==> config.mk <==
export PLATFORM = sky130hd
export DESIGN_NAME = irq_entry_ctrl
export DESIGN_NICKNAME = d
export VERILOG_FILES = /design/src/rtl/irq_entry_pkg.sv /design/src/rtl/irq_pend_cell.sv /design/src/rtl/irq_arbiter.sv /design/src/rtl/irq_ctx_regs.sv /design/src/rtl/irq_entry_ctrl.sv
export SDC_FILE = /design/constraint.sdc
export NUM_CORES = 1
export LEC_CHECK = 0
export CAP_MARGIN = 10
export CORE_ASPECT_RATIO = 0.5
export CORE_UTILIZATION = 31
export DETAILED_ROUTE_END_ITERATION = 10
export DONT_BUFFER_PORTS = 1
export PLACE_DENSITY = 0.47
export SYNTH_ARGS = -nofsm -noshare
export SYNTH_HDL_FRONTEND = slang
export SYNTH_SLANG_ARGS = --single-unit
==> constraint.sdc <==
create_clock -name clk -period 4.5 [get_ports clk]
set_input_delay 0.45 -clock clk [delete_from_list [all_inputs] [get_ports clk]]
set_output_delay 0.45 -clock clk [all_outputs]
set_load 0.01 [all_outputs]
==> src/rtl/irq_entry_pkg.sv <==
package irq_entry_pkg;
  localparam int XLEN       = 32;
  localparam int ECR_HALF   = 16;
  localparam int PSW_ID_BIT = 5;
  localparam int PSW_EP_BIT = 6;
  localparam int PSW_NP_BIT = 7;

  typedef logic [XLEN-1:0] word_t;

  localparam word_t RESET_PSW   = word_t'(32'h20);
  localparam word_t NMI_VECTOR  = word_t'(32'h10);
  localparam word_t MI_VEC_BASE = word_t'(32'h80);
  localparam word_t MI_VEC_STEP = word_t'(32'h10);

  typedef enum logic [2:0] {
    SEL_NONE, SEL_RESET, SEL_RET_NMI, SEL_RET_INT, SEL_NMI, SEL_MI
  } entry_sel_t;

  // vector (and cause code) of maskable source idx
  function automatic word_t mi_vector(input int idx);
    return MI_VEC_BASE + word_t'(idx) * MI_VEC_STEP;
  endfunction

  function automatic word_t nmi_entry_psw(input word_t psw);
    word_t r;
    r = psw;
    r[PSW_NP_BIT] = 1'b1;
    r[PSW_ID_BIT] = 1'b1;
    r[PSW_EP_BIT] = 1'b0;
    return r;
  endfunction

  function automatic word_t mi_entry_psw(input word_t psw);
    word_t r;
    r = psw;
    r[PSW_ID_BIT] = 1'b1;
    r[PSW_EP_BIT] = 1'b0;
    return r;
  endfunction
endpackage

==> src/rtl/irq_pend_cell.sv <==
module irq_pend_cell (
  input  logic clk,
  input  logic rst_n,
  input  logic req,
  input  logic take,
  input  logic flush,
  output logic avail
);
  logic req_q;
  logic pend_q;
  logic rise;

  assign rise  = req & ~req_q;
  assign avail = pend_q | rise;

  always_ff @(posedge clk or negedge rst_n) begin
    if (!rst_n) begin
      req_q  <= 1'b0;
      pend_q <= 1'b0;
    end else begin
      req_q <= req;
      if (flush)      pend_q <= 1'b0;
      else if (take)  pend_q <= pend_q & rise;
      else            pend_q <= avail;
    end
  end

  // an untaken, unflushed pending flag is kept
  assert_pend_hold_R4: assert property (@(posedge clk) disable iff (!rst_n)
    pend_q && !take && !flush |=> pend_q);
  // a rising edge that is not consumed becomes pending
  assert_edge_latch_R10: assert property (@(posedge clk) disable iff (!rst_n)
    rise && !take && !flush |=> pend_q);
  // old pending plus new edge at acceptance leaves one pending
  assert_second_edge_R5: assert property (@(posedge clk) disable iff (!rst_n)
    pend_q && rise && take && !flush |=> pend_q);
endmodule

==> src/rtl/irq_arbiter.sv <==
module irq_arbiter
  import irq_entry_pkg::*;
#(
  parameter int NUM_MI = 6,
  localparam int IDX_W = (NUM_MI > 1) ? $clog2(NUM_MI) : 1
) (
  input  logic              clk,
  input  logic              rst_n,
  input  logic              hw_reset_req,
  input  logic              ret_nmi,
  input  logic              ret_int,
  input  logic              nmi_avail,
  input  logic [NUM_MI-1:0] mi_avail,
  input  word_t             psw,
  output entry_sel_t        sel,
  output logic              take_nmi,
  output logic [NUM_MI-1:0] take_mi,
  output logic [IDX_W-1:0]  mi_idx
);
  logic [NUM_MI-1:0] gnt;
  logic              found;
  logic              nmi_blocked;
  logic              mi_blocked;

  assign nmi_blocked = psw[PSW_NP_BIT];
  assign mi_blocked  = psw[PSW_NP_BIT] | psw[PSW_ID_BIT];

  always_comb begin
    gnt    = '0;
    found  = 1'b0;
    mi_idx = '0;
    for (int i = 0; i < NUM_MI; i++) begin
      if (mi_avail[i] && !found) begin
        found  = 1'b1;
        gnt[i] = 1'b1;
        mi_idx = IDX_W'(i);
      end
    end
  end

  always_comb begin
    if (hw_reset_req)                  sel = SEL_RESET;
    else if (ret_nmi)                  sel = SEL_RET_NMI;
    else if (ret_int)                  sel = SEL_RET_INT;
    else if (nmi_avail && !nmi_blocked) sel = SEL_NMI;
    else if (found && !mi_blocked)     sel = SEL_MI;
    else                               sel = SEL_NONE;
  end

  assign take_nmi = (sel == SEL_NMI);
  assign take_mi  = (sel == SEL_MI) ? gnt : '0;

  // NMI never entered while NP is set
  assert_nmi_gate_R2: assert property (@(posedge clk) disable iff (!rst_n)
    take_nmi |-> !psw[PSW_NP_BIT]);
  // maskable never entered while NP or ID is set
  assert_mi_gate_R6: assert property (@(posedge clk) disable iff (!rst_n)
    (take_mi != '0) |-> (!psw[PSW_NP_BIT] && !psw[PSW_ID_BIT]));
  // the granted source has no lower-index competitor
  assert_lowest_first_R9: assert property (@(posedge clk) disable iff (!rst_n)
    (take_mi != '0) |-> ((((take_mi - 1'b1) & mi_avail)) == '0));
endmodule

==> src/rtl/irq_ctx_regs.sv <==
module irq_ctx_regs
  import irq_entry_pkg::*;
#(
  parameter int NUM_MI = 6,
  localparam int IDX_W = (NUM_MI > 1) ? $clog2(NUM_MI) : 1
) (
  input  logic             clk,
  input  logic             rst_n,
  input  entry_sel_t       sel,
  input  logic [IDX_W-1:0] mi_idx,
  input  word_t            cur_pc,
  input  word_t            cur_psw,
  output word_t            fepc,
  output word_t            fepsw,
  output word_t            eipc,
  output word_t            eipsw,
  output logic [2*ECR_HALF-1:0] ecr
);
  localparam logic [ECR_HALF-1:0] NMI_CAUSE = NMI_VECTOR[ECR_HALF-1:0];

  word_t mi_code;
  assign mi_code = mi_vector(int'(mi_idx));

  always_ff @(posedge clk or negedge rst_n) begin
    if (!rst_n) begin
      fepc  <= '0;
      fepsw <= '0;
      eipc  <= '0;
      eipsw <= '0;
      ecr   <= '0;
    end else begin
      case (sel)
        SEL_RESET: ecr <= '0;
        SEL_NMI: begin
          fepc  <= cur_pc;
          fepsw <= cur_psw;
          ecr[2*ECR_HALF-1:ECR_HALF] <= NMI_CAUSE;
        end
        SEL_MI: begin
          eipc  <= cur_pc;
          eipsw <= cur_psw;
          ecr[ECR_HALF-1:0] <= mi_code[ECR_HALF-1:0];
        end
        default: ;
      endcase
    end
  end

  // reset clears the cause register
  assert_reset_ecr_R1: assert property (@(posedge clk) disable iff (!rst_n)
    sel == SEL_RESET |=> ecr == '0);
  // NMI entry keeps the maskable half
  assert_nmi_keeps_low_R3: assert property (@(posedge clk) disable iff (!rst_n)
    sel == SEL_NMI |=> ecr[ECR_HALF-1:0] == $past(ecr[ECR_HALF-1:0]));
  // NMI entry saves the PC
  assert_nmi_saves_pc_R2: assert property (@(posedge clk) disable iff (!rst_n)
    sel == SEL_NMI |=> fepc == $past(cur_pc));
  // maskable entry keeps the NMI half
  assert_mi_keeps_high_R7: assert property (@(posedge clk) disable iff (!rst_n)
    sel == SEL_MI |=> ecr[2*ECR_HALF-1:ECR_HALF] == $past(ecr[2*ECR_HALF-1:ECR_HALF]));
endmodule

==> src/rtl/irq_entry_ctrl.sv <==
module irq_entry_ctrl
  import irq_entry_pkg::*;
#(
  parameter int NUM_MI = 6
) (
  input  logic              clk,
  input  logic              rst_n,
  input  logic              hw_reset_req,
  input  logic              nmi_req,
  input  logic [NUM_MI-1:0] mi_req,
  input  logic              ret_nmi,
  input  logic              ret_int,
  input  logic [31:0]       cur_pc,
  input  logic [31:0]       cur_psw,
  output logic              redirect,
  output logic [31:0]       new_pc,
  output logic [31:0]       new_psw,
  output logic [31:0]       fepc,
  output logic [31:0]       fepsw,
  output logic [31:0]       eipc,
  output logic [31:0]       eipsw,
  output logic [31:0]       ecr
);
  localparam int IDX_W = (NUM_MI > 1) ? $clog2(NUM_MI) : 1;

  entry_sel_t        sel;
  logic              nmi_avail;
  logic [NUM_MI-1:0] mi_avail;
  logic              take_nmi;
  logic [NUM_MI-1:0] take_mi;
  logic [IDX_W-1:0]  mi_idx;
  logic              flush;

  assign flush = (sel == SEL_RESET);

  irq_pend_cell u_nmi_pend (
    .clk(clk), .rst_n(rst_n), .req(nmi_req), .take(take_nmi),
    .flush(flush), .avail(nmi_avail)
  );

  for (genvar g = 0; g < NUM_MI; g++) begin : g_mi_pend
    irq_pend_cell u_pend (
      .clk(clk), .rst_n(rst_n), .req(mi_req[g]), .take(take_mi[g]),
      .flush(flush), .avail(mi_avail[g])
    );
  end

  irq_arbiter #(.NUM_MI(NUM_MI)) u_arb (
    .clk(clk), .rst_n(rst_n), .hw_reset_req(hw_reset_req),
    .ret_nmi(ret_nmi), .ret_int(ret_int), .nmi_avail(nmi_avail),
    .mi_avail(mi_avail), .psw(cur_psw), .sel(sel),
    .take_nmi(take_nmi), .take_mi(take_mi), .mi_idx(mi_idx)
  );

  irq_ctx_regs #(.NUM_MI(NUM_MI)) u_ctx (
    .clk(clk), .rst_n(rst_n), .sel(sel), .mi_idx(mi_idx),
    .cur_pc(cur_pc), .cur_psw(cur_psw), .fepc(fepc), .fepsw(fepsw),
    .eipc(eipc), .eipsw(eipsw), .ecr(ecr)
  );

  always_comb begin
    redirect = 1'b1;
    case (sel)
      SEL_RESET:   begin new_pc = '0;   new_psw = RESET_PSW; end
      SEL_RET_NMI: begin new_pc = fepc; new_psw = fepsw;     end
      SEL_RET_INT: begin new_pc = eipc; new_psw = eipsw;     end
      SEL_NMI:     begin new_pc = NMI_VECTOR; new_psw = nmi_entry_psw(cur_psw); end
      SEL_MI:      begin new_pc = mi_vector(int'(mi_idx)); new_psw = mi_entry_psw(cur_psw); end
      default:     begin redirect = 1'b0; new_pc = cur_pc; new_psw = cur_psw; end
    endcase
  end

  // one grant per cycle across NMI and maskable sources
  assert_single_grant_R9: assert property (@(posedge clk) disable iff (!rst_n)
    $onehot0({take_nmi, take_mi}));
  // reset request always redirects to address zero
  assert_reset_wins_R1: assert property (@(posedge clk) disable iff (!rst_n)
    hw_reset_req |-> (redirect && new_pc == 32'h0));
  // a return never coincides with an entry
  assert_return_defers_R11: assert property (@(posedge clk) disable iff (!rst_n)
    (ret_nmi || ret_int) |-> (!take_nmi && take_mi == '0));
endmodule

* Word level (Yosys, flattened, before mapping)
Cells that the tools add are included.
** Word-level totals
- Word-level logic and storage cells :: 113
- Output and inout port bits :: 225
- Input port bits :: 76
- Bits in registers :: 174
** Operators by class
- Muxes and demuxes :: 41
- Equal/unequal tests :: 5
- $add $sub $neg :: 1
- Bitwise operators :: 29
- Reductions and logical operators :: 17
** Operators by type and width (number)
- case mux 32 bit (5 select lines) :: 2
- case mux 16 bit (2 select lines) :: 2
- 2-to-1 mux 1 bit :: 27
- 2-to-1 mux 3 bit :: 7
- AND 1 bit :: 14
- adder 8 x 7 -> 9 bit (first input constant) :: 1
- bitwise OR 1 bit :: 8
- logical AND 1 bit :: 7
- logical NOT 1 bit :: 7
- inverter 1 bit :: 7
- == test 3 x 2 -> 1 bit (second input constant) :: 2
- == test 3 bit (second input constant) :: 2
- 2-to-1 mux 6 bit :: 1
- OR reduction 5 bit :: 1
- 2-to-1 mux 2 bit :: 2
- nonzero test 2 bit :: 2
- == test 3 x 1 -> 1 bit (second input constant) :: 1

* Logic depth before layout (Yosys ltp)
Gate-level depths: netlist (run 1).
- Word-level depth :: 29
- Depth in mapped cells :: 8
- Gate-level depth less buffers :: 6

* By module
From an unflattened synthesis (run 1), not the netlist that was laid out.
** Second synthesis, totals
- Cell total of the unflattened synthesis :: 673
- Area, all modules :: 8325.5 sq um
** Modules (own cells, without submodules)
- irq_ctx_regs :: times used 1, area an instance 5696.7 sq um, seq. area each 3328.2 sq um, cells each 321
- irq_entry_ctrl :: times used 1, area an instance 1813.0 sq um, seq. area each 0.0 sq um, cells each 272
- irq_pend_cell :: times used 7, area an instance 88.8 sq um, seq. area each 50.0 sq um, cells each 7
- irq_arbiter :: times used 1, area an instance 193.9 sq um, seq. area each 0.0 sq um, cells each 31

* Worst setup path after synthesis (run 1)
Ideal clock, no wire load.
- Kind :: input to output
- From :: input port ret_nmi
- To :: output port new_pc[4]
- Required time :: 4050 ps
- Buffers on the path :: 2
- Setup slack :: 2132 ps
- Stages on the path :: 7
- Arrival time :: 1918 ps
- Cells stage by stage :: buf_2 nor4_4 nand4_1 a31oi_1 buf_4 o211ai_1 a211oi_1
** Between the ends
- Word-level cells in the longest chain between the ends :: 4
- Elaborated cells on any way between the ends :: 8
- Classes of those cells :: 5 x eq/ne; 3 x mux
** RTL lines
- start: declaration :: RTL line irq_entry_ctrl.sv:11 : input logic ret_nmi,
- 2-to-1 mux 3 bit (*) :: RTL line irq_arbiter.sv:43 : else if (ret_nmi) sel = SEL_RET_NMI;
- 2-to-1 mux 3 bit (*) :: RTL line irq_arbiter.sv:42 : if (hw_reset_req) sel = SEL_RESET;
- == test 3 bit, or another cell as far along :: RTL line irq_entry_ctrl.sv:63 : case (sel)
- case mux 32 bit (5 select lines) (*) :: RTL line irq_entry_ctrl.sv:63
- end: declaration :: RTL line irq_entry_ctrl.sv:16 : output logic [31:0] new_pc,
Mark *: on every way between the ends. The rest lies on a longest branch, timed or not.

* Final worst setup path (run 1)
- From :: register g_mi_pend[0].u_pend.pend_q
- To :: output port new_psw[5]
** Between the ends
- Word-level cells in the longest chain between the ends :: 25
- Elaborated cells on any way between the ends :: 29
- Classes of those cells :: 5 x eq/ne; 12 x mux; 1 x bitwise; 11 x reduce/logical
** RTL lines
- start: declaration :: RTL line irq_pend_cell.sv:10 : logic pend_q;
- start signal: assignment :: RTL line irq_pend_cell.sv:23 : else if (take) pend_q <= pend_q & rise;
- start signal: assignment :: RTL line irq_pend_cell.sv:24 : else pend_q <= avail;
- bitwise OR 1 bit (*) :: RTL line irq_pend_cell.sv:14 : assign avail = pend_q | rise;
- 2-to-1 mux 1 bit (*) :: RTL line irq_arbiter.sv:33 : if (mi_avail[i] && !found) begin
- logical NOT 1 bit :: RTL line irq_arbiter.sv:33
- logical AND 1 bit :: RTL line irq_arbiter.sv:33
- 2-to-1 mux 1 bit (*) :: RTL line irq_arbiter.sv:33
- logical NOT 1 bit :: RTL line irq_arbiter.sv:33
- logical AND 1 bit :: RTL line irq_arbiter.sv:33
- 2-to-1 mux 1 bit (*) :: RTL line irq_arbiter.sv:33
- (+9 left out)
- logical AND 1 bit (*) :: RTL line irq_arbiter.sv:46 : else if (found && !mi_blocked) sel = SEL_MI;
- 2-to-1 mux 3 bit (*) :: RTL line irq_arbiter.sv:46
- 2-to-1 mux 3 bit (*) :: RTL line irq_arbiter.sv:45 : else if (nmi_avail && !nmi_blocked) sel = SEL_NMI;
- 2-to-1 mux 3 bit (*) :: RTL line irq_arbiter.sv:44 : else if (ret_int) sel = SEL_RET_INT;
- 2-to-1 mux 3 bit (*) :: RTL line irq_arbiter.sv:43
- 2-to-1 mux 3 bit (*) :: RTL line irq_arbiter.sv:42
- == test 3 bit, or another cell as far along :: RTL line irq_entry_ctrl.sv:63
- case mux 32 bit (5 select lines) (*) :: RTL line irq_entry_ctrl.sv:63
- end: declaration :: RTL line irq_entry_ctrl.sv:17 : output logic [31:0] new_psw,
Marks and branches as above.

==> flow_metrics.env, run 1 <==
export IMPL_cts_max_level=4
export IMPL_min_period_ps=3322
export IMPL_async_reset_ff_share_pct=100.0
export IMPL_critPathSlowestCell="nor4_4"
export IMPL_fin_ws_ps=1178
export IMPL_nets=733
export IMPL_worst_ep_arrival_time_ps=2870
export IMPL_clock_fmax_ghz=0.3010
export IMPL_setup_viol=0
export IMPL_syn_mean_instance_area_um2=10.70
export IMPL_dpl_hpwl_mm=12.62
export IMPL_grt_pass1_vias=4780
export IMPL_critPathKind="reg2out"
export IMPL_cp_end_kind="primary output"
export IMPL_timing_critical_path_mode_cell="nor4_4"
export IMPL_viasPerCell=5.001
export IMPL_path_max_fanout=31
export IMPL_core_area_um2=22840
export IMPL_yosys_top_cells_count="147 x dfrtp_1, 74 x nor2_1, 72 x mux2_2, 40 x nand2_1, 36 x inv_1"
export IMPL_crit_required_ps=4050
export IMPL_vias=4886
export IMPL_antenna_cells=0
export IMPL_cts_root_buffer_cell="clkbuf_16"
export IMPL_synthesis_area_um2=7236
export IMPL_netlist_area_leader_share_pct=50.84
export IMPL_antenna_found_initial=0
export IMPL_synth_edf_count=0
export IMPL_worst_pin_slew_ps=755.1
export IMPL_tns_ps=0
export IMPL_dieArea_um2=23990
export IMPL_fin_crit_sh_pct=73.83
export IMPL_start_util_pct=31.68
export IMPL_final_layout_size_suffix_gt1_share_pct=18.66
export IMPL_die_w_um=218.1
export IMPL_hold_viol=2
export IMPL_clkLatencyLatePin_ps=430
export IMPL_dr_pass1_iters=4
export IMPL_place_congestion=0.8008
export IMPL_synthCells=676
export IMPL_drv_slew=0
export IMPL_cts_max_path_buffers=2
export IMPL_ys_warn_count=0
export IMPL_slowest_delay_ps=560
export IMPL_yosys_register_bits=147
export IMPL_grt_use_total_pct=15.34
export IMPL_cts_inserted_buffers=17
export IMPL_finClkSkew_ps=8.028
export IMPL_routed_wl_mm=18.64
export IMPL_cts_tree="yes"
export IMPL_path_cells="nor4_4 > a41oi_1 > nor4_4 > inv_2 > o2111ai_1"
export IMPL_dieHeight_um=110.0
export IMPL_vdd_drop_max_mv=0.3133
export IMPL_p_per_area_nw_per_um2=510.4
export IMPL_syn2layout_area_growth_pct=10.81
export IMPL_drc=0
export IMPL_wl_per_cell_um=19.07
export IMPL_cts_resized=0
export IMPL_synth_area_leaders="dfrtp_1 51%, mux2_2 11%, mux2i_1 4.0%, nor2_1 3.8%, mux2_1 3.4%"
export IMPL_synth_top_cell_by_area="dfrtp_1"
export IMPL_relSlewSlack_pct=49.66
export IMPL_postRouteAntennaNets=0
export IMPL_grt_setup_unrepaired="no"
export IMPL_grt_pass1_wl_mm=27.77
export IMPL_outcome="finished, violations left"
export IMPL_synth_ff_type="dfrtp_1"
export IMPL_start_kind="register"
export IMPL_place_port_buffers=0
export IMPL_worst_hold_slack_ps=-15.00
export IMPL_pin_count=301
export IMPL_grt_overflow=0
export IMPL_hold_path_class="in2async"
export IMPL_cts_sinks=147
export IMPL_clk_pin_slew_worst_paths_ps=60
export IMPL_synth_distinct_cells=49
export IMPL_dp_slack_ps=1538
export IMPL_grt_max_degree=148
export IMPL_maxCapViolCount=0
export IMPL_yosysSeqAreaShare_pct=50.84
export IMPL_drt_iter0_drc=267
export IMPL_power_leakage_nw=3.663
export IMPL_synth_most_common_cell="dfrtp_1"
export IMPL_violations="hold timing"
export IMPL_rows=39
[per-stage QoR]
step / instances / power (mW) / utilization, % / instance area (um2)
floorplan: 702 / 2.462 / - / 7333
global placement: 944 / 2.585 / 32.26 / 7367
detailed placement: 944 / 2.608 / 32.26 / 7367
CTS: 977 / 4.158 / 35.11 / 8018
global route: 977 / 4.322 / 35.11 / 8018
finish: 977 / 4.092 / 35.11 / 8018
[routing by layer]
layer	GRT usage, %	wire (um)
met5	0	0
met4	3.796	172
met3	6.365	1259
met2	25.58	9551
met1	18.47	7652
[power breakdown]
part | total, mW | internal [mW] | switching [mW]
combinational | 0.545 | 0.272 | 0.273
clock | 1.49 | 0.941 | 0.550
sequential | 2.06 | 1.61 | 0.442
total | 4.09 | 2.83 | 1.26
[logic make-up after synthesis]
family	after synthesis	share of synthesized area, %
other	1	0.05183
flip-flops	147	50.84
AO/OA/AOI/OAI	152	12.83
AND/OR/NAND/NOR	146	10.01
multiplexers	123	18.64
buffers and inverters	107	7.626
[path summary, 6_finish.rpt]
check / start / end / depth (start not counted) / slack, ps
worst max register to register: g_mi_pend[4].u_pend.req_q / u_ctx.eipc[31] / 6 / 1920
worst min-delay path: rst_n / u_ctx.fepc[30] / 1 / -20
worst max-delay path: g_mi_pend[0].u_pend.pend_q / new_psw[5] / 5 / 1180
min in group clk: mi_req[1] / g_mi_pend[1].u_pend.req_q / 0 / 40
max in group asynchronous: rst_n / u_ctx.fepsw[23] / 1 / 3930
worst min register to register: u_ctx.ecr[5] / u_ctx.ecr[5] / 1 / 570
[sequential cells by signal, indices dropped and copies added (netlist names)]
name and cells:
u_ctx.ecr 5, u_nmi_pend.req_q 1, g_mi_pend.u_pend.req_q 6, u_ctx.fepc 32, u_nmi_pend.pend_q 1, u_ctx.eipc 32, g_mi_pend.u_pend.pend_q 6, u_ctx.fepsw 32
u_ctx.eipsw 32
[cell type report]
class / count / area [um2]
Clock inverter: 9 / 125.1
Inverter: 37 / 138.9
Clock buffer: 23 / 498.0
Tap cell: 307 / 384.1
Timing Repair Buffer: 6 / 65.06
Sequential cell: 147 / 3679
Multi-Input combinational cell: 448 / 3128
Fill cell: 2331 / 14820
[placed cells by master (no fill, tap or decap), types with 2 or more instances in the layout]
cell / count
nor2b_2: 2
clkbuf_8: 5
clkbuf_16: 17
and2_1: 2
clkinvlp_4: 2
mux2_2: 72
o21ai_1: 29
nor2b_1: 8
nor2_1: 74
nor4_1: 2
buf_4: 5
a221o_1: 2
o211ai_1: 3
o21ai_0: 34
conb_1: 27
nand4_1: 2
a211o_1: 2
nor3_1: 3
a21oi_1: 32
a22oi_1: 32
bufinv_16: 3
nor4_4: 6
a22o_1: 2
inv_1: 36
a21o_1: 2
clkinv_2: 4
a31oi_1: 2
mux2_1: 22
nand2_1: 39
mux2i_1: 29
dfrtp_1: 147
[critical path, delay by kind of cell (launching register included)]
family	cells	cell delay, ps
simple gates	2	880
compound gates	2	760
flops	1	420
buf+inv	1	360
[what timing repair did]
action,CTS,global route
buffers inserted,0,0
hold buffers,1,0
endpoints found under the hold margin,147,0
(Power assumes the default switching activity.)
==> inputs of run 2 (changes only) <==
- PLACE_DENSITY: 0.47 -> 0.48
- clock period: 4.5 -> 2.8 ns (I/O delays scaled with it)
==> run 2 against run 1 <==
  * The run still ends with hold timing left
  * Flip-flop and latch count unchanged
  * Worst hold slack worse by 440 ps
  * Largest cell class unchanged
  * Via count up 7.8%
  * Clock skew down 0.82 ps
  * First-iteration DRC count up 1.9%
  * Critical path depth up 1
  * Count of clock-buffer cells in the layout up 2
  * Sequential power up 60%
  * Die area unchanged
  * Non-clock buffer count up 81
==> flow_metrics.env, run 2 (synthesis gave the netlist of run 1 again) <==
export IMPL_outcome="finished, violations left"
export IMPL_violations="hold timing"
export IMPL_core_area_um2=22840
export IMPL_path_buf_inv=1
export IMPL_die_w_um=218.1
export IMPL_final_common_cell="dfrtp_1"
export IMPL_crit_family="compound AO/OA/AOI/OAI gates"
export IMPL_grt_max_degree=148
export IMPL_p_per_area_nw_per_um2=744.0
export IMPL_cp_end_kind="primary output"
export IMPL_maxCapViolCount=0
export IMPL_place_congestion=0.7874
export IMPL_vdd_drop_max_mv=0.3420
export IMPL_cts_sinks=147
export IMPL_fin_crit_sh_pct=96.00
export IMPL_cts_max_level=4
export IMPL_place_port_buffers=0
export IMPL_cts_inserted_buffers=17
export IMPL_grt_setup_unrepaired="yes"
export IMPL_tns_ps=0
export IMPL_cts_tree="yes"
export IMPL_dieArea_um2=23990
export IMPL_critPathSlowestCell="a221oi_1"
export IMPL_drv_slew=0
export IMPL_cts_max_path_buffers=2
export IMPL_dpl_cell_area_um2=7427
export IMPL_relSlewSlack_pct=59.04
export IMPL_hold_viol=147
export IMPL_final_layout_size_suffix_gt1_share_pct=17.84
export IMPL_final_cell_mix="147 x dfrtp_1, 74 x nor2_1, 72 x mux2_2, 72 x dlygate4sd3_1, 39 x nand2_1"
export IMPL_wl_per_cell_um=19.06
export IMPL_switching_power_mw=2.048
export IMPL_worst_hold_slack_ps=-458.4
export IMPL_clk_pin_slew_worst_paths_ps=60
export IMPL_hold_path_class="in2async"
export IMPL_start_util_pct=31.68
export IMPL_routed_wl_mm=20.17
export IMPL_comb_power_share_pct=14.5
export IMPL_min_period_ps=2688
export IMPL_final_cells=1058
export IMPL_dr_pass1_iters=4
export IMPL_worst_pin_slew_ps=613.8
export IMPL_crit_required_ps=2520
export IMPL_grt_overflow=0
export IMPL_worst_ep_arrival_time_ps=2410
export IMPL_grt_pass1_vias=5204
export IMPL_setup_viol=0
export IMPL_drc=0
export IMPL_nets=814
export IMPL_drt_iter0_drc=272
export IMPL_critPathKind="reg2out"
export IMPL_total_power_mw=6.513
export IMPL_grt_use_total_pct=16.31
export IMPL_antenna_cells=0
export IMPL_path_cells="nor2b_1 > nor4_4 > buf_4 > and3_1 > o21a_1 > a221oi_1"
export IMPL_p_int_mw=4.465
export IMPL_rows=39
export IMPL_viasPerCell=4.979
export IMPL_start_kind="register"
export IMPL_swShare_pct=31.44
export IMPL_syn2layout_area_growth_pct=20.98
export IMPL_power_leakage_nw=3.978
export IMPL_vias=5268
export IMPL_cts_root_buffer_cell="clkbuf_16"
export IMPL_dpl_hpwl_mm=12.97
export IMPL_postLayoutCoreUtil_pct=38.33
export IMPL_clkLatencyLatePin_ps=440
export IMPL_finClkSkew_ps=7.209
export IMPL_stdcell_area_um2=8753
export IMPL_final_fill_count=2289
export IMPL_placedCellCount=952
export IMPL_slowest_delay_ps=630
export IMPL_dieHeight_um=110.0
export IMPL_antenna_found_initial=0
export IMPL_postRouteAntennaNets=0
export IMPL_path_max_fanout=5
export IMPL_pin_count=301
export IMPL_power_share_clock_pct=34.8
export IMPL_clock_fmax_ghz=0.3720
export IMPL_grt_pass1_wl_mm=29.45
export IMPL_pwr_share_seq_pct=50.7
## run 2: changes by cell type in the layout (fill, tap and decap cells not counted)
cell / before / now
clkinvlp_4: 2 / 3
clkinv_4: 0 / 1
clkinv_2: 4 / 2
buf_4: 5 / 15
bufinv_16: 3 / 1
clkbuf_1: 1 / 2
o21ai_2: 0 / 1
dlygate4sd3_1: 0 / 72
o21ai_1: 29 / 28
clkbuf_8: 5 / 6
buf_16: 1 / 0
## run 2: worst paths after layout
| path | from | to | slack [ps] | cells past startpoint |
|---|---|---|---|---|
| max | g_mi_pend[4].u_pend.req_q | new_psw[7] | 110 | 6 |
| min | rst_n | u_ctx.eipc[26] | -460 | 0 |
| max reg2reg | g_mi_pend[4].u_pend.req_q | u_ctx.eipsw[3] | 660 | 6 |
| min reg2reg | u_ctx.ecr[5] | u_ctx.ecr[5] | 560 | 1 |
| max in group asynchronous | rst_n | u_ctx.fepsw[30] | 3030 | 0 |
| min in group clk | cur_pc[27] | u_ctx.fepc[27] | 20 | 2 |
## run 2: power by group through the flow
| stage | combinational [mW] | clock, mW | sequential (mW) |
|---|---|---|---|
| final | 0.942 | 2.27 | 3.30 |
| after global routing | 1.06 | 2.44 | 3.37 |
| after CTS | 0.946 | 2.34 | 3.31 |
| after detailed placement | 0.853 | 0 | 3.35 |
| after global placement | 0.824 | 0 | 3.34 |
| after floorplan | 0.798 | 0 | 3.16 |
## run 2: timing repair
| action | CTS | global route |
|---|---|---|
| endpoints found under the setup margin | 29 | 11 |
| buffers inserted | 1 | 1 |
| pin swaps | 1 | 0 |
| hold endpoints to repair | 261 | 149 |
| resized for setup | 0 | 1 |
| hold buffers | 70 | 2 |
## run 2: final cells by class
| class | count | area [um2] | area share (%) |
|---|---|---|---|
| Timing Repair Buffer | 87 | 833.3 | 9.520 |
| Multi-Input combinational cell | 448 | 3132 | 35.78 |
| Tap cell | 307 | 384.1 | 4.388 |
| Inverter | 37 | 138.9 | 1.587 |
| Sequential cell | 147 | 3679 | 42.02 |
| Clock inverter | 7 | 71.32 | 0.8148 |
| Clock buffer | 25 | 515.5 | 5.889 |
## run 2: layer usage
metal	vias to the layer above	track usage (%)	routed length, um
li1	2426	-	-
met1	2644	18.57	8185
met2	167	27.89	10270
met3	31	6.145	1172
met4	0	6.693	535
met5	-	0	0
## run 2: metrics by stage
step,hold WS (ps),setup WS [ps]
2_1_floorplan,-15.59,749.6
3_3_place_gp,-12.51,450.5
5_1_grt,-497.1,-2.465
6_report,-458.4,112.1
3_5_place_dp,-11.92,399.3
4_1_cts,-491.5,103.4
